File: config.mk
export PLATFORM = sky130hd
export DESIGN_NAME = cfg_i2c_target
export DESIGN_NICKNAME = d
export VERILOG_FILES = /design/src/rtl/cfg_i2c_pkg.sv /design/src/rtl/i2c_line_sync.sv /design/src/rtl/cfg_regs.sv /design/src/rtl/i2c_xfer_fsm.sv /design/src/rtl/cfg_i2c_target.sv
export SDC_FILE = /design/constraint.sdc
export NUM_CORES = 1
export LEC_CHECK = 0
export BUFFER_PORTS_ARGS = -buffer_cell sky130_fd_sc_hd__buf_2
export CAP_MARGIN = 0
export CORE_MARGIN = 4
export CORE_UTILIZATION = 40
export DETAILED_ROUTE_END_ITERATION = 16
export MAX_ROUTING_LAYER = met4
export SLEW_MARGIN = 20
export SYNTH_ARGS = -nofsm -noshare
export SYNTH_HDL_FRONTEND = slang
export SYNTH_HIERARCHICAL = 1
export SYNTH_SLANG_ARGS = --single-unit
File: constraint.sdc
create_clock -name clk -period 1.8 [get_ports clk]
set_input_delay 0.18 -clock clk [delete_from_list [all_inputs] [get_ports clk]]
set_output_delay 0.18 -clock clk [all_outputs]
set_load 0.01 [all_outputs]
File: src/rtl/cfg_i2c_pkg.sv
package cfg_i2c_pkg;
  typedef logic [7:0] byte_t;

  typedef enum logic [2:0] {
    ST_IDLE,
    ST_RX,
    ST_ACK,
    ST_TX,
    ST_MACK,
    ST_TXNEXT
  } st_e;

  typedef enum logic [1:0] {
    K_ADDR,
    K_IDX,
    K_CNT,
    K_DATA
  } kind_e;
endpackage

File: src/rtl/i2c_line_sync.sv
module i2c_line_sync #(
  parameter int SYNC_STAGES = 2
) (
  input  logic clk,
  input  logic rst_n,
  input  logic scl_i,
  input  logic sda_i,
  output logic scl_hi,
  output logic sda_hi,
  output logic scl_rise,
  output logic scl_fall,
  output logic start_det,
  output logic stop_det
);
  localparam int W = SYNC_STAGES + 1;

  logic [W-1:0] scl_q, scl_d;
  logic [W-1:0] sda_q, sda_d;
  logic scl_prev, sda_prev;

  always_comb begin
    scl_d = {scl_q[W-2:0], scl_i};
    sda_d = {sda_q[W-2:0], sda_i};
  end

  always_ff @(posedge clk or negedge rst_n) begin
    if (!rst_n) begin
      scl_q <= '1;
      sda_q <= '1;
    end else begin
      scl_q <= scl_d;
      sda_q <= sda_d;
    end
  end

  assign scl_hi    = scl_q[W-2];
  assign sda_hi    = sda_q[W-2];
  assign scl_prev  = scl_q[W-1];
  assign sda_prev  = sda_q[W-1];
  assign scl_rise  = scl_hi & ~scl_prev;
  assign scl_fall  = ~scl_hi & scl_prev;
  assign start_det = scl_hi & scl_prev & sda_prev & ~sda_hi;
  assign stop_det  = scl_hi & scl_prev & ~sda_prev & sda_hi;
endmodule

File: src/rtl/cfg_regs.sv
module cfg_regs #(
  parameter int NUM_REGS = 2,
  parameter logic [NUM_REGS-1:0][7:0] RST_VAL = {8'h3F, 8'h6F}
) (
  input  logic                       clk,
  input  logic                       rst_n,
  input  logic                       wr_en,
  input  logic [7:0]                 wr_idx,
  input  logic [7:0]                 wr_data,
  output logic [NUM_REGS-1:0][7:0]   regs
);
  logic [NUM_REGS-1:0][7:0] regs_q, regs_d;

  always_comb begin
    regs_d = regs_q;
    for (int i = 0; i < NUM_REGS; i++) begin
      if (wr_en && (wr_idx == 8'(i))) regs_d[i] = wr_data;
    end
  end

  always_ff @(posedge clk or negedge rst_n) begin
    if (!rst_n) regs_q <= RST_VAL;
    else        regs_q <= regs_d;
  end

  assign regs = regs_q;
endmodule

File: src/rtl/i2c_xfer_fsm.sv
module i2c_xfer_fsm
  import cfg_i2c_pkg::*;
#(
  parameter logic [6:0] DEV_ADDR = 7'h6A,
  parameter int         NUM_REGS = 2
) (
  input  logic                     clk,
  input  logic                     rst_n,
  input  logic                     scl_rise,
  input  logic                     scl_fall,
  input  logic                     sda_hi,
  input  logic                     start_det,
  input  logic                     stop_det,
  input  logic [NUM_REGS-1:0][7:0] regs,
  output logic                     wr_en,
  output logic [7:0]               wr_idx,
  output logic [7:0]               wr_data,
  output logic                     sda_oe
);
  localparam int    IW    = (NUM_REGS > 1) ? $clog2(NUM_REGS) : 1;
  localparam byte_t NREGS = 8'(NUM_REGS);

  st_e   st_q, st_d;
  kind_e kind_q, kind_d;
  logic [3:0] bit_q, bit_d;
  byte_t sh_q, sh_d, ptr_q, ptr_d, left_q, left_d, tx_q, tx_d;
  logic  rw_q, rw_d, oe_q, oe_d;
  logic  in_range;
  byte_t rd_byte, avail;

  assign in_range = (ptr_q < NREGS);
  assign rd_byte  = in_range ? regs[ptr_q[IW-1:0]] : 8'hFF;
  assign avail    = in_range ? (NREGS - ptr_q) : 8'h00;

  always_comb begin
    st_d    = st_q;
    kind_d  = kind_q;
    bit_d   = bit_q;
    sh_d    = sh_q;
    ptr_d   = ptr_q;
    left_d  = left_q;
    tx_d    = tx_q;
    rw_d    = rw_q;
    wr_en   = 1'b0;
    wr_idx  = ptr_q;
    wr_data = sh_q;
    if (start_det) begin
      st_d   = ST_RX;
      kind_d = K_ADDR;
      bit_d  = 4'd0;
    end else if (stop_det) begin
      st_d = ST_IDLE;
    end else begin
      unique case (st_q)
        ST_RX: begin
          if (scl_rise && (bit_q < 4'd8)) begin
            sh_d  = {sh_q[6:0], sda_hi};
            bit_d = 4'(bit_q + 4'd1);
          end else if (scl_fall && (bit_q == 4'd8)) begin
            st_d = ST_ACK;
            unique case (kind_q)
              K_ADDR: begin
                if (sh_q[7:1] == DEV_ADDR) rw_d = sh_q[0];
                else                       st_d = ST_IDLE;
              end
              K_IDX: ptr_d  = sh_q;
              K_CNT: left_d = sh_q;
              K_DATA: begin
                if (left_q != 8'h00) begin
                  left_d = 8'(left_q - 8'h01);
                  if (in_range) begin
                    wr_en = 1'b1;
                    ptr_d = 8'(ptr_q + 8'h01);
                  end
                end
              end
              default: ;
            endcase
          end
        end
        ST_ACK: begin
          if (scl_fall) begin
            bit_d = 4'd0;
            if ((kind_q == K_ADDR) && rw_q) begin
              tx_d = avail;
              st_d = ST_TX;
            end else begin
              st_d = ST_RX;
              unique case (kind_q)
                K_ADDR:  kind_d = K_IDX;
                K_IDX:   kind_d = K_CNT;
                default: kind_d = K_DATA;
              endcase
            end
          end
        end
        ST_TX: begin
          if (scl_fall) begin
            if (bit_q == 4'd7) begin
              st_d  = ST_MACK;
              bit_d = 4'd0;
            end else begin
              tx_d  = {tx_q[6:0], 1'b1};
              bit_d = 4'(bit_q + 4'd1);
            end
          end
        end
        ST_MACK: begin
          if (scl_rise) st_d = sda_hi ? ST_IDLE : ST_TXNEXT;
        end
        ST_TXNEXT: begin
          if (scl_fall) begin
            tx_d  = rd_byte;
            bit_d = 4'd0;
            st_d  = ST_TX;
            if (in_range) ptr_d = 8'(ptr_q + 8'h01);
          end
        end
        default: ;
      endcase
    end
    oe_d = (st_d == ST_ACK) || ((st_d == ST_TX) && !tx_d[7]);
  end

  always_ff @(posedge clk or negedge rst_n) begin
    if (!rst_n) begin
      st_q   <= ST_IDLE;
      kind_q <= K_ADDR;
      bit_q  <= 4'd0;
      sh_q   <= 8'h00;
      ptr_q  <= 8'h00;
      left_q <= 8'h00;
      tx_q   <= 8'hFF;
      rw_q   <= 1'b0;
      oe_q   <= 1'b0;
    end else begin
      st_q   <= st_d;
      kind_q <= kind_d;
      bit_q  <= bit_d;
      sh_q   <= sh_d;
      ptr_q  <= ptr_d;
      left_q <= left_d;
      tx_q   <= tx_d;
      rw_q   <= rw_d;
      oe_q   <= oe_d;
    end
  end

  assign sda_oe = oe_q;
endmodule

File: src/rtl/cfg_i2c_target.sv
module cfg_i2c_target #(
  parameter logic [6:0]               DEV_ADDR    = 7'h6A,
  parameter int                       NUM_REGS    = 2,
  parameter logic [NUM_REGS-1:0][7:0] RST_VAL     = {8'h3F, 8'h6F},
  parameter int                       SYNC_STAGES = 2
) (
  input  logic clk,
  input  logic rst_n,
  input  logic scl_i,
  input  logic sda_i,
  output logic sda_oe,
  output logic syn2_en,
  output logic sel48
);
  logic [1:0] rst_pipe;
  logic       rst_int_n;
  logic       scl_hi, sda_hi, scl_rise, scl_fall, start_det, stop_det;
  logic       wr_en;
  logic [7:0] wr_idx, wr_data;
  logic [NUM_REGS-1:0][7:0] regs;

  // asynchronous assertion, synchronous release
  always_ff @(posedge clk or negedge rst_n) begin
    if (!rst_n) rst_pipe <= 2'b00;
    else        rst_pipe <= {rst_pipe[0], 1'b1};
  end
  assign rst_int_n = rst_pipe[1];

  i2c_line_sync #(.SYNC_STAGES(SYNC_STAGES)) u_sync (
    .clk(clk), .rst_n(rst_int_n), .scl_i(scl_i), .sda_i(sda_i),
    .scl_hi(scl_hi), .sda_hi(sda_hi), .scl_rise(scl_rise), .scl_fall(scl_fall),
    .start_det(start_det), .stop_det(stop_det)
  );

  i2c_xfer_fsm #(.DEV_ADDR(DEV_ADDR), .NUM_REGS(NUM_REGS)) u_fsm (
    .clk(clk), .rst_n(rst_int_n), .scl_rise(scl_rise), .scl_fall(scl_fall),
    .sda_hi(sda_hi), .start_det(start_det), .stop_det(stop_det), .regs(regs),
    .wr_en(wr_en), .wr_idx(wr_idx), .wr_data(wr_data), .sda_oe(sda_oe)
  );

  cfg_regs #(.NUM_REGS(NUM_REGS), .RST_VAL(RST_VAL)) u_regs (
    .clk(clk), .rst_n(rst_int_n), .wr_en(wr_en), .wr_idx(wr_idx),
    .wr_data(wr_data), .regs(regs)
  );

  assign syn2_en = regs[0][1];
  assign sel48   = regs[1][7];
endmodule

* Yosys cells after proc, flatten, opt, wreduce, memory -nomap -nowiden
Cells that the tools add are included.
Storage, ports and cells: register bits after elaboration 67, bits of input ports 4, output and inout port bits 3, word-level logic and storage cells 146
Cells by class: add/subtract/negate cells 4, magnitude comparators 3, eq/ne operators 29, multiplexer cells 56, bitwise gates (word level) 14, reductions and logical operators 25
Operators by type and width (number):
- $mux W8 | 17
- $pmux W8 S2 | 3
- $mux W3 | 11
- $mux W4 | 6
- $pmux W8 S3 | 1
- $reduce_and A8 Y1 | 2
- $pmux W3 S5 | 1
- $mux W2 | 7
- $reduce_and A7 Y1 | 2
- $eq A3 B2 Y1 const B | 4
- $ne A2 B1 Y1 const B | 6
- $pmux W4 S3 | 1
- $ne A3 B2 Y1 const B | 3
- $add A8 B1 Y8 const B | 1
- $eq A8 B1 Y1 const B | 1
- $logic_not A8 Y1 | 1
- $lt A8 B2 Y1 const B | 1
- $mux W1 | 8
- $ne A2 B2 Y1 const B | 4
- $reduce_and A4 Y1 | 2
- $reduce_bool A2 Y1 | 4
- $reduce_bool A8 Y1 | 1
- $sub A2 B8 Y8 const A | 1
- $sub A8 B1 Y8 const B | 1
- other kinds (22) | 42

* Longest topological paths before layout
Gate-level depths: netlist of run 1.
depth after elaboration 11, gate-level depth with buffers 11, depth with buffers taken out 8

* Cells and area by module
Netlist of run 1, hierarchy kept.
By module, submodules not included:
- i2c_xfer_fsm | times used 1, cells each 275, area an instance 2595.0 um^2, seq. area each 1086.0 um^2
- cfg_regs | times used 1, cells each 38, area an instance 674.4 um^2, seq. area each 415.4 um^2
- i2c_line_sync | times used 1, cells each 10, area an instance 190.2 um^2, seq. area each 157.7 um^2
- cfg_i2c_target | times used 1, cells each 3, area an instance 53.8 um^2, seq. area each 50.0 um^2

* Least setup slack after synthesis of run 1
No wires, ideal clock.
kind reg2reg, start register u_fsm.ptr_q[0], in the netlist u_fsm/wr_idx[0], end register u_regs.regs_q (netlist bit u_regs/regs[14]), library setup time 0.125 ns, arrival time 3.354 ns, data required time 1.675 ns, setup slack -1.680 ns, cell stages (with the launch flop) 12, path buffers 3, period minus slack after synthesis 3.480 ns, cell sequence dfrtp_1 clkbuf_1 buf_1 inv_1 ha_1 nor4_1 nand2_1 nor4_1 or4b_1 or3_1 buf_6 mux2_4
Between the ends: cells in the longest elaborated chain, start to end 10, elaborated cells on any way between the ends 11, classes of those cells order compare: 1; eq/ne: 1; mux: 8; reduce/logical: 1
RTL lines:
- start: declaration | RTL line i2c_xfer_fsm.sv:26 | byte_t sh_q, sh_d, ptr_q, ptr_d, left_q, left_d, tx_q, tx_d;
- start signal: assignment | RTL line i2c_xfer_fsm.sv:141 | ptr_q <= ptr_d;
- $lt A8 B2 Y1 | RTL line i2c_xfer_fsm.sv:31 | assign in_range = (ptr_q < NREGS);
- $mux W1 | RTL line i2c_xfer_fsm.sv:71 | if (in_range) begin
- $mux W1 | RTL line i2c_xfer_fsm.sv:69 | if (left_q != 8'h00) begin
- $mux W1 | RTL line i2c_xfer_fsm.sv:61 | unique case (kind_q)
- $mux W1 | RTL line i2c_xfer_fsm.sv:59 | end else if (scl_fall && (bit_q == 4'd8)) begin
- $mux W1 | RTL line i2c_xfer_fsm.sv:56 | if (scl_rise && (bit_q < 4'd8)) begin
- $mux W1 | RTL line i2c_xfer_fsm.sv:54 | unique case (st_q)
- $mux W1 | RTL line i2c_xfer_fsm.sv:51 | end else if (stop_det) begin
- $mux W1 | RTL line i2c_xfer_fsm.sv:47 | if (start_det) begin
- net wr_en | RTL line cfg_i2c_target.sv:18 | logic wr_en;
- $logic_and A1 B1 Y1 | RTL line cfg_regs.sv:17 | if (wr_en && (wr_idx == 8'(i))) regs_d[i] = wr_data;
- end signal: assignment | RTL line cfg_regs.sv:23 | else regs_q <= regs_d;
- end: declaration | RTL line cfg_regs.sv:12 | logic [NUM_REGS-1:0][7:0] regs_q, regs_d;
The timed path passes the listed nets, and every way through them passes these cells. A chain may end at the register's enable or synchronous reset.

* Worst setup path after layout of run 1
start register u_sync.sda_q[1], end register u_regs.regs_q (netlist bit u_regs/regs[15])
Between the ends: cells in the longest elaborated chain, start to end 4, elaborated cells on any way between the ends 6, classes of those cells mux: 2; bitwise: 3; reduce/logical: 1
RTL lines:
- start: declaration | RTL line i2c_line_sync.sv:18 | logic [W-1:0] sda_q, sda_d;
- start signal: assignment | RTL line i2c_line_sync.sv:29 | sda_q <= '1;
- start signal: assignment | RTL line i2c_line_sync.sv:32 | sda_q <= sda_d;
- $not A1 Y1 | RTL line i2c_line_sync.sv:42 | assign start_det = scl_hi & scl_prev & sda_prev & ~sda_hi;
- $and A1 B1 Y1 | RTL line i2c_line_sync.sv:42
- net start_det | RTL line cfg_i2c_target.sv:17 | logic scl_hi, sda_hi, scl_rise, scl_fall, start_det, stop_det;
- $mux W1 | RTL line i2c_xfer_fsm.sv:47
- net wr_en | RTL line cfg_i2c_target.sv:18
- $logic_and A1 B1 Y1 | RTL line cfg_regs.sv:17
The timed path passes the listed nets, and every way through them passes these cells.

==> flow_metrics.py, run 1 <==
metrics = {
    "critical_path": {
        "crit_path_start": "u_sync/sda_q[1]",
        "crit_path_max_incr_delay_ns": 0.54,
        "start_kind": "flop",
        "cpMostUsedCell": "or3_4",
        "slowest_stage": "dfstp_2",
        "rr_startpoint": "u_sync/sda_q[1]",
        "reg2reg_depth": 7,
        "worstPathCellList": "and4b_1, or2_1, or3_4, nor4_4, or4b_4, or3_4, mux2_4",
        "path_max_fanout": 8,
        "crit_type": "reg -> reg",
        "endpoint_kind": "flop",
        "rrSetupSlack_ns": -1.06,
        "rr_endpoint": "u_regs/regs[15]",
        "critPathRequiredTime_ns": 2.04,
        "cp_data_arrival_time_ns": 3.09,
    },
    "clock_tree": {
        "cts_root_buf": "clkbuf_8",
        "path_clk_slew_ns": 0.08,
        "cts_tree": "yes",
        "clkSinkCount": 67,
        "cts_made_buffers": 9,
        "htreeDepth": 3,
        "ctsLongestPathBuffers": 2,
        "clkLatencyLatePin_ns": 0.35,
    },
    "power_and_ir_drop": {
        "seq_power_share_pct": 30.8,
        "leakagePower_nw": 2.29,
        "peakVddDrop_v": 0.000495,
        "combinationalPowerShare_pct": 50.7,
        "p_int_mw": 4.38,
        "switching_share_pct": 37.4,
        "clockPowerShare_pct": 18.5,
        "p_sw_mw": 2.62,
        "p_per_area_nw_per_um2": 1350,
    },
    "yosys": {
        "yosys_warnings": 6,
        "synth_async_sr_flop_share_pct": 100,
        "synth_nets": 335,
        "syn_inst": 326,
        "synth_top_area_share_pct": 29.2,
        "synth.area.top_cells": "dfrtp_1 29%, dfstp_2 19%, mux2_2 7.1%",
        "synth_area_leader_cell": "dfrtp_1",
        "synth-main-ff-cell": "dfrtp_1",
        "yosysSeqAreaShare_pct": 48.6,
        "ys_ff_latch": 67,
        "syn_area_per_cell_um2": 10.8,
        "syn_area_um2": 3510,
        "synth_edf_count": 0,
        "synth_cell_types": 61,
    },
    "routing": {
        "drtIter0Drc": 150,
        "route.antenna.remaining_nets": 0,
        "wl_per_cell_um": 17.5,
        "drtPass1Iterations": 4,
        "viasPerCell": 5.59,
        "drc": 0,
        "drt-total-wl_mm": 9.46,
        "vias": 3022,
    },
    "grt": {
        "grtUsageMet3_pct": 4.13,
        "grt_pass1_vias": 3054,
        "grt_use_total_pct": 19.7,
        "grt_max_degree": 66,
        "top_usage_layer": "met2",
        "use_met2_pct": 31.1,
        "grtUsageMet1_pct": 25.1,
        "grt-ovfl-total": 0,
        "antenna_found_initial": 0,
        "grt_pass1_wl_mm": 15.4,
    },
    "cells_and_area": {
        "seq_area_um2": 1710,
        "syn2layout_area_growth_pct": 47.9,
        "final_layout_size_suffix_gt1_share_pct": 57.1,
        "nFillCells": 661,
        "antennaDiodeCount": 0,
        "stdcell_area_um2": 5200,
        "multi_input_area_um2": 2180,
        "fin_nets": 440,
    },
    "sta": {
        "fin_ws_ns": -1.06,
        "rsz0062_at_grt": "true",
        "finalCriticalPeriod_ns": 2.86,
        "maxSlewViolCount": 0,
        "slew_headroom_pct": 60.4,
        "timing.fmax_ghz": 0.350,
        "worst_pin_slew_ns": 0.578,
        "finalCritPeriodShare_pct": 159,
        "setup_tns_ns": -26.64,
        "setup_viol": 55,
        "hold_viol": 0,
        "final.setup_skew_ns": 0.0112,
    },
    "status": {
        "outcome": "finished with violations",
        "violations": "negative setup slack",
    },
    "floorplanning": {
        "placementRows": 33,
        "start_util_pct": 41.9,
        "core_um2": 8380,
        "die_h_um": 102,
        "boundaryPins": 7,
        "dieArea_um2": 10300,
        "dieWidth_um": 102,
    },
    "placed_design": {
        "dpl-instance-area_um2": 4240,
        "pre_cts_slack_ns": -1.30,
        "finalWeightedCongestion": 0.836,
        "portBuffers": 6,
        "hpwl_mm": 5.85,
    },
    "run": {
        "drv_cap": 0,
    },
    "hold_path": {
        "min_path_type": "in -> async",
    },
}
[sequential cells by signal, indices dropped and copies added (netlist names)]
signal	count
u_fsm/bit_q	4
u_fsm/wr_data	8
u_fsm/wr_idx	8
u_fsm/rw_q	1
u_fsm/left_q	8
u_fsm/sda_oe	1
u_sync/sda_q	3
u_regs/regs	16
u_sync/scl_q	3
u_fsm/kind_q	2
u_fsm/tx_q	8
u_fsm/st_q	3
rst_pipe	2
[cell type report]
cell class	count	share of cell area (%)
clock inverters	5	1.16
repair buffers	109	17.9
multi-input cells	234	42.0
flip-flops and latches	67	32.9
clock buffers	11	2.72
inverters	10	0.771
well taps	105	2.53
[per-stage QoR]
| stage | power (mW) | util [%] | std cells | hold WS (ns) |
|---|---|---|---|---|
| global placement | 4.67 | 50.6 | 497 | -0.0339 |
| finish | 7.00 | 62.0 | 541 | 0.133 |
| floorplan | 3.71 | - | 326 | -0.116 |
| detailed placement | 4.73 | 50.6 | 497 | -0.0312 |
| global route | 7.42 | 62.0 | 541 | 0.134 |
| CTS | 6.55 | 59.3 | 534 | 0.110 |
[what timing repair did]
item,in CTS,in global routing
setup endpoints to repair,57,57
resized for setup,88,46
cloned,2,0
endpoints found under the hold margin,4,0
buffers inserted,19,15
pin swaps,26,20
hold buffers,3,0
[critical path, delay by kind of cell (launching register included)]
kind,cells,cell delay (ns)
AND/OR/NAND/NOR,6,1.88
multiplexers,1,0.33
flip-flops,1,0.54
[per-layer routing]
layer,vias to the layer above,part of all wire [%]
met2,50,50
met5,-,0
met3,15,3.4
met4,0,1.7
li1,1425,-
met1,1532,45
[cells by family after synthesis]
family	share of synthesized area (%)
flip-flops	48.6
adder cells (fa/ha/maj)	1.78
AO/OA/AOI/OAI	14.6
buffers and inverters	3.35
AND/OR/NAND/NOR	17.8
other	0.107
multiplexers	13.6
[Yosys cell counts, types with 4 or more instances]
| cell type | number |
|---|---|
| nor3_1 | 5 |
| ha_1 | 5 |
| inv_1 | 10 |
| clkbuf_1 | 11 |
| or3_1 | 4 |
| nand3b_1 | 4 |
| nand2_1 | 14 |
| nand3_1 | 4 |
| mux2_4 | 8 |
| nand4b_1 | 4 |
| a21oi_1 | 30 |
| a211oi_1 | 6 |
| dfrtp_1 | 41 |
| mux2i_1 | 10 |
| mux2_2 | 22 |
| nor3b_1 | 6 |
| o21ai_0 | 19 |
| dfstp_2 | 26 |
| nor2_1 | 26 |
| nor2b_1 | 7 |
[worst max path at each step]
stage	cells after the start	endpoint	slack [ns]
detailed placement	8	u_regs/regs[15]	-1.30
CTS	8	u_regs/regs[15]	-1.10
floorplan	10	u_regs/regs[14]	-1.38
global route	7	u_regs/regs[15]	-1.13
finish	7	u_regs/regs[15]	-1.06
global placement	8	u_regs/regs[15]	-1.25
[power groups by stage]
stage / Sequential (mW) / Combinational [mW] / Clock (mW)
after floorplan: 2.19 / 1.52 / 0
after global placement: 2.13 / 2.54 / 0
after detailed placement: 2.13 / 2.60 / 0
after CTS: 2.11 / 3.11 / 1.33
after global routing: 2.19 / 3.81 / 1.41
final: 2.15 / 3.55 / 1.30
[cells in the final DEF (no fill, tap or decap), types with 3 or more instances in the layout]
| master | netlist | layout |
|---|---|---|
| nor2_4 | 0 | 7 |
| buf_2 | 1 | 6 |
| and4b_1 | 3 | 3 |
| nand2b_1 | 3 | 3 |
| nor2_1 | 26 | 17 |
| ha_1 | 5 | 4 |
| nand3b_1 | 4 | 4 |
| dfrtp_1 | 41 | 40 |
| a21oi_2 | 0 | 8 |
| o21ai_2 | 0 | 10 |
| nand3_1 | 4 | 3 |
| buf_6 | 2 | 14 |
| nor2b_1 | 7 | 4 |
| nand2_1 | 14 | 12 |
| nor3b_1 | 6 | 3 |
| a21oi_1 | 30 | 21 |
| nand4b_1 | 4 | 4 |
| nor3_1 | 5 | 4 |
| mux2_2 | 22 | 12 |
| buf_12 | 0 | 3 |
| dlygate4sd3_1 | 0 | 3 |
| a211oi_1 | 6 | 4 |
| clkbuf_8 | 0 | 10 |
| buf_4 | 1 | 81 |
| dfstp_2 | 26 | 26 |
| inv_1 | 10 | 7 |
| mux2i_1 | 10 | 10 |
| mux2_4 | 8 | 19 |
| nor2b_4 | 0 | 3 |
| o21ai_1 | 0 | 6 |
| or3_1 | 4 | 3 |
No activity file was read; power rests on OpenSTA's default activity.
==> inputs of run 2 (changes only) <==
--- a/config.mk
+++ b/config.mk
@@ -7,11 +7,13 @@
 export LEC_CHECK = 0
 export BUFFER_PORTS_ARGS = -buffer_cell sky130_fd_sc_hd__buf_2
 export CAP_MARGIN = 0
+export CELL_PAD_IN_SITES_DETAIL_PLACEMENT = 1
+export CELL_PAD_IN_SITES_GLOBAL_PLACEMENT = 1
 export CORE_MARGIN = 4
 export CORE_UTILIZATION = 40
 export DETAILED_ROUTE_END_ITERATION = 16
 export MAX_ROUTING_LAYER = met4
-export SLEW_MARGIN = 20
+export PLACE_DENSITY_LB_ADDON = 0.1
 export SYNTH_ARGS = -nofsm -noshare
 export SYNTH_HDL_FRONTEND = slang
 export SYNTH_HIERARCHICAL = 1
==> run 2 against run 1 <==
Compared with the run above:
- the flow still finishes with violations (negative setup slack)
- non-clock buffer count decreased by 10
- worst setup slack got worse by 0.093 ns
- cell area fell by 3.4%
- via count is 0.50% higher
==> flow_metrics.py, run 2 (same netlist as run 1, synthesis figures left out) <==
metrics = {
    "grt": {
        "grt_max_degree": 31,
        "grt_use_total_pct": 24.2,
        "grt_pass1_vias": 3375,
        "grt_pass1_wl_mm": 18.3,
        "grt-ovfl-total": 0,
        "antenna_found_initial": 0,
        "top_usage_layer": "met2",
        "grtUsageMet3_pct": 3.58,
        "grtUsageMet1_pct": 31.1,
        "use_met2_pct": 38.4,
    },
    "routing": {
        "route.antenna.remaining_nets": 0,
        "drc": 0,
        "drtIter0Drc": 120,
        "viasPerCell": 5.71,
        "vias": 3037,
        "wl_per_cell_um": 21.0,
        "drt-total-wl_mm": 11.2,
        "drtPass1Iterations": 4,
    },
    "cells_and_area": {
        "nFillCells": 883,
        "fin_nets": 431,
        "layout_commonest_cell": "buf_4",
        "final_cells": 532,
        "antennaDiodeCount": 0,
        "seq_area_um2": 1710,
        "final_layout_size_suffix_gt1_share_pct": 52.5,
        "syn2layout_area_growth_pct": 42.8,
        "stdcell_area_um2": 5020,
        "multi_input_area_um2": 2090,
        "largest_reg_flops": 16,
        "layout_common_cells": "78 x buf_4, 40 x dfrtp_1, 28 x a21oi_1, 26 x dfstp_2, 23 x nor2_1",
    },
    "clock_tree": {
        "cts_root_buf": "clkbuf_8",
        "cts_tree": "yes",
        "clkLatencyLatePin_ns": 0.37,
        "path_clk_slew_ns": 0.08,
        "ctsLongestPathBuffers": 2,
        "htreeDepth": 3,
        "cts_made_buffers": 9,
        "clkSinkCount": 67,
    },
    "power_and_ir_drop": {
        "p_total_mw": 6.91,
        "p_sw_mw": 2.58,
        "seq_power_share_pct": 30.9,
        "clockPowerShare_pct": 21.7,
        "peakVddDrop_v": 0.000540,
        "combinationalPowerShare_pct": 47.4,
        "p_int_mw": 4.33,
        "switching_share_pct": 37.4,
        "p_per_area_nw_per_um2": 1380,
        "leakagePower_nw": 2.25,
    },
    "sta": {
        "whs_ns": 0.120,
        "finalCritPeriodShare_pct": 164,
        "rsz0062_at_grt": "true",
        "hold_viol": 0,
        "final.setup_skew_ns": 0.0114,
        "fin_ws_ns": -1.15,
        "setup_viol": 55,
        "worst_pin_slew_ns": 0.576,
        "finalCriticalPeriod_ns": 2.95,
        "timing.fmax_ghz": 0.339,
        "slew_headroom_pct": 61.5,
        "maxSlewViolCount": 0,
    },
    "placed_design": {
        "pre_cts_slack_ns": -1.30,
        "portBuffers": 6,
        "dpl-instance-area_um2": 4250,
        "finalWeightedCongestion": 0.833,
        "placed_cells": 498,
        "hpwl_mm": 7.14,
    },
    "critical_path": {
        "slowest_stage": "dfstp_2",
        "crit_path_max_incr_delay_ns": 0.54,
        "rr_startpoint": "u_sync/sda_q[2]",
        "cp_data_arrival_time_ns": 3.21,
        "crit_buf_inv": 0,
        "crit_type": "reg -> reg",
        "rrSetupSlack_ns": -1.15,
        "worstPathCellList": "and4b_1, or2_1, or3_4, nor4_4, or4b_4, or3_4, mux2_4",
        "start_kind": "flop",
        "endpoint_kind": "flop",
        "path_max_fanout": 8,
        "reg2reg_depth": 7,
        "critPathRequiredTime_ns": 2.05,
        "cpMostUsedCell": "or3_4",
        "rr_endpoint": "u_regs/regs[15]",
        "critical_path.top_delay_family": "simple AND/OR/NAND/NOR gates",
    },
    "floorplanning": {
        "dieArea_um2": 10300,
        "placementRows": 33,
        "start_util_pct": 41.9,
        "boundaryPins": 7,
        "dieWidth_um": 102,
        "die_h_um": 102,
        "core_um2": 8380,
    },
    "run": {
        "drv_cap": 0,
    },
    "status": {
        "outcome": "finished with violations",
        "violations": "negative setup slack",
    },
    "hold_path": {
        "min_path_type": "in -> async",
    },
}
run 2: cell types whose count changed in the layout (fill, tap and decap cells not counted), sizes merged:
cell / change
buf: -10
inv: -2
bufinv: +1
clkinv: +1
a211o: +1
run 2: what timing repair did:
action	CTS	global route
resized for setup	81	23
hold endpoints to repair	4	0
buffers inserted	15	9
endpoints found under the setup margin	57	57
cloned	2	0
hold buffers	3	0
pin swaps	21	14
run 2: how the worst max path moves through the flow:
stage / to / startpoint / depth (start not counted)
2_1_floorplan: u_regs/regs[14] / u_sync/sda_q[1] / 10
3_3_place_gp: u_regs/regs[15] / u_sync/sda_q[2] / 8
3_5_place_dp: u_regs/regs[15] / u_sync/sda_q[1] / 8
4_1_cts: u_regs/regs[15] / u_sync/sda_q[2] / 8
5_1_grt: u_regs/regs[15] / u_sync/sda_q[2] / 7
6_report: u_regs/regs[15] / u_sync/sda_q[2] / 7
run 2: worst reg2reg max path: cells and delay by family (launching register included):
family,cells,cell delay (ns)
mux,1,0.32
simple gates,6,1.98
flops,1,0.54
run 2: per-layer routing:
metal | up-vias | wire length (um)
li1 | 1407 | -
met1 | 1568 | 5080
met2 | 37 | 5590
met3 | 25 | 243
met4 | 0 | 280
met5 | - | 0
run 2: final cells by class:
cell class / count / area share (%)
Sequential cell: 67 / 34.1
Tap cell: 105 / 2.62
Clock inverter: 5 / 1.70
Inverter: 10 / 0.748
Clock buffer: 11 / 3.02
Timing Repair Buffer: 99 / 16.3
Multi-Input combinational cell: 235 / 41.6
run 2: power by group through the flow:
stage / registers, mW / logic [mW] / clock network (mW)
2_1_floorplan: 2.19 / 1.52 / 0
3_3_place_gp: 2.13 / 2.60 / 0
3_5_place_dp: 2.16 / 2.70 / 0
4_1_cts: 2.14 / 3.16 / 1.54
5_1_grt: 2.18 / 3.57 / 1.60
6_report: 2.14 / 3.27 / 1.50
run 2: stage by stage:
step | setup TNS (ns) | util (%)
finish | -27.27 | 59.9
global route | -31.04 | 59.9
CTS | -27.42 | 59.3
detailed placement | -32.02 | 50.7
global placement | -30.55 | 50.7
floorplan | -27.13 | -
==> inputs of run 3 (changes only) <==
--- a/config.mk
+++ b/config.mk
@@ -5,13 +5,13 @@
 export SDC_FILE = /design/constraint.sdc
 export NUM_CORES = 1
 export LEC_CHECK = 0
-export BUFFER_PORTS_ARGS = -buffer_cell sky130_fd_sc_hd__buf_2
 export CAP_MARGIN = 0
 export CELL_PAD_IN_SITES_DETAIL_PLACEMENT = 1
 export CELL_PAD_IN_SITES_GLOBAL_PLACEMENT = 1
 export CORE_MARGIN = 4
 export CORE_UTILIZATION = 40
 export DETAILED_ROUTE_END_ITERATION = 16
+export DONT_BUFFER_PORTS = 1
 export MAX_ROUTING_LAYER = met4
 export PLACE_DENSITY_LB_ADDON = 0.1
 export SYNTH_ARGS = -nofsm -noshare
==> run 3 against run 2 <==
Compared with the run above:
- the run still ends with negative setup slack left
- flip-flop and latch count stayed put
- via count is 1.1% higher
- clock power hardly changed
- cell area grew 1.2%
- highest routed layer unchanged
==> flow_metrics.py, run 3 (same netlist as run 1, synthesis figures left out) <==
metrics = {
    "clock_tree": {
        "cts_tree": "yes",
        "clkSinkCount": 67,
        "path_clk_slew_ns": 0.08,
        "ctsLongestPathBuffers": 2,
        "clkLatencyLatePin_ns": 0.35,
        "cts_root_buf": "clkbuf_8",
        "cts_made_buffers": 9,
        "htreeDepth": 3,
    },
    "critical_path": {
        "rrSetupSlack_ns": -1.16,
        "rr_startpoint": "u_sync/sda_q[2]",
        "endpoint_kind": "flop",
        "crit_type": "reg -> reg",
        "path_max_fanout": 8,
        "critPathRequiredTime_ns": 2.03,
        "reg2reg_depth": 7,
        "start_kind": "flop",
        "cp_data_arrival_time_ns": 3.20,
        "rr_endpoint": "u_regs/regs[15]",
    },
    "sta": {
        "finalCriticalPeriod_ns": 2.96,
        "setup_viol": 55,
        "worst_pin_slew_ns": 0.667,
        "fin_ws_ns": -1.16,
        "setup_tns_ns": -29.08,
        "hold_viol": 0,
        "final.setup_skew_ns": 0.00832,
        "timing.fmax_ghz": 0.337,
        "finalCritPeriodShare_pct": 165,
        "maxSlewViolCount": 0,
        "slew_headroom_pct": 55.4,
        "rsz0062_at_grt": "true",
    },
    "power_and_ir_drop": {
        "p_per_area_nw_per_um2": 1410,
        "leakagePower_nw": 2.28,
        "peakVddDrop_v": 0.000740,
    },
    "grt": {
        "grt_pass1_wl_mm": 17.9,
        "grt_pass1_vias": 3343,
        "grt_max_degree": 28,
        "antenna_found_initial": 0,
        "grt_use_total_pct": 23.5,
        "grt-ovfl-total": 0,
    },
    "placed_design": {
        "dpl-instance-area_um2": 4230,
        "finalWeightedCongestion": 0.797,
        "portBuffers": 0,
        "hpwl_mm": 6.94,
    },
    "routing": {
        "viasPerCell": 5.74,
        "drtPass1Iterations": 4,
        "route.antenna.remaining_nets": 0,
        "drt-total-wl_mm": 10.8,
        "drc": 0,
        "vias": 3069,
        "wl_per_cell_um": 20.2,
        "drtIter0Drc": 125,
    },
    "cells_and_area": {
        "layout_commonest_cell": "buf_4",
        "final_core_util_pct": 60.6,
        "nFillCells": 883,
        "layout_common_cells": "85 x buf_4, 40 x dfrtp_1, 26 x dfstp_2, 24 x nor2_1, 21 x a21oi_1",
        "antennaDiodeCount": 0,
        "stdcell_area_um2": 5080,
        "syn2layout_area_growth_pct": 44.6,
        "final_layout_size_suffix_gt1_share_pct": 53.5,
        "largest_reg_flops": 16,
        "fin_nets": 434,
    },
    "floorplanning": {
        "dieWidth_um": 102,
        "core_um2": 8380,
        "start_util_pct": 41.9,
        "placementRows": 33,
        "die_h_um": 102,
        "boundaryPins": 7,
        "dieArea_um2": 10300,
    },
    "run": {
        "drv_cap": 0,
    },
    "status": {
        "outcome": "finished with violations",
        "violations": "negative setup slack",
    },
    "hold_path": {
        "min_path_type": "in -> async",
    },
}
[run 3: changes by cell type in the layout (fill, tap and decap cells not counted), moves of 3 or more]
| cell | previous run | this run |
|---|---|---|
| buf_2 | 6 | 0 |
| o21ai_1 | 7 | 10 |
| mux2_4 | 21 | 17 |
| inv_6 | 0 | 3 |
| a21oi_1 | 28 | 21 |
| buf_4 | 78 | 85 |
| o21ai_2 | 10 | 6 |
| a21oi_2 | 2 | 8 |
| mux2_2 | 10 | 14 |
[run 3: cell type report]
class,count,area (um^2),share of cell area (%)
timing repair buffer,102,877,17.3
clock inverter,7,106,2.09
inverter,10,37.5,0.739
multi-input combinational,235,2090,41.2
sequential,67,1710,33.7
clock buffer,9,124,2.44
tap,105,131,2.59
[run 3: layer usage]
| layer | global-route usage [%] | share of wire [%] | vias up |
|---|---|---|---|
| met2 | 37.9 | 50 | 50 |
| met1 | 29.1 | 45 | 1581 |
| li1 | - | - | 1424 |
| met4 | 7.57 | 1.7 | 0 |
| met3 | 5.44 | 3.5 | 14 |
| met5 | - | 0 | - |
[run 3: power by group]
| group | total, mW | internal, mW | switching [mW] |
|---|---|---|---|
| clock | 1.48 | 0.807 | 0.674 |
| sequential | 2.14 | 1.90 | 0.243 |
| combinational | 3.54 | 1.77 | 1.77 |
| total | 7.17 | 4.47 | 2.69 |
[run 3: metrics by stage]
step	total power, mW	setup slack [ns]	instances	hold WS [ns]
after floorplan	3.71	-1.38	326	-0.116
after global placement	4.74	-1.32	493	-0.116
after detailed placement	4.83	-1.37	493	-0.116
after CTS	7.04	-1.14	531	0.0315
after global routing	7.60	-1.24	535	0.0200
final	7.17	-1.16	535	0.0536
[run 3: repair_timing]
action	4_1_cts	5_1_grt
resized for setup	84	15
hold endpoints to repair	4	0
endpoints found under the setup margin	57	56
cloned	3	0
setup buffers	17	9
pin swaps	18	7
hold buffers	3	0
[run 3: how the worst max path moves through the flow]
stage               slack [ns]               to       startpoint  cells past startpoint
floorplan                -1.38  u_regs/regs[14]  u_sync/sda_q[1]                     10
global placement         -1.32  u_regs/regs[15]  u_sync/sda_q[2]                      8
CTS                      -1.14  u_regs/regs[15]  u_sync/sda_q[2]                      8
finish                   -1.16  u_regs/regs[15]  u_sync/sda_q[2]                      7
detailed placement       -1.37  u_regs/regs[15]  u_sync/sda_q[2]                      8
global route             -1.24  u_regs/regs[15]  u_sync/sda_q[2]                      7
[run 3: critical path, cell delays in order (launching register included)]
cell and delay [ns]:
dfstp_2 0.53, and4b_1 0.21, or2_4 0.26, or3_4 0.36
nor4_4 0.16, or4b_4 0.50, or3_4 0.50, mux2_4 0.33
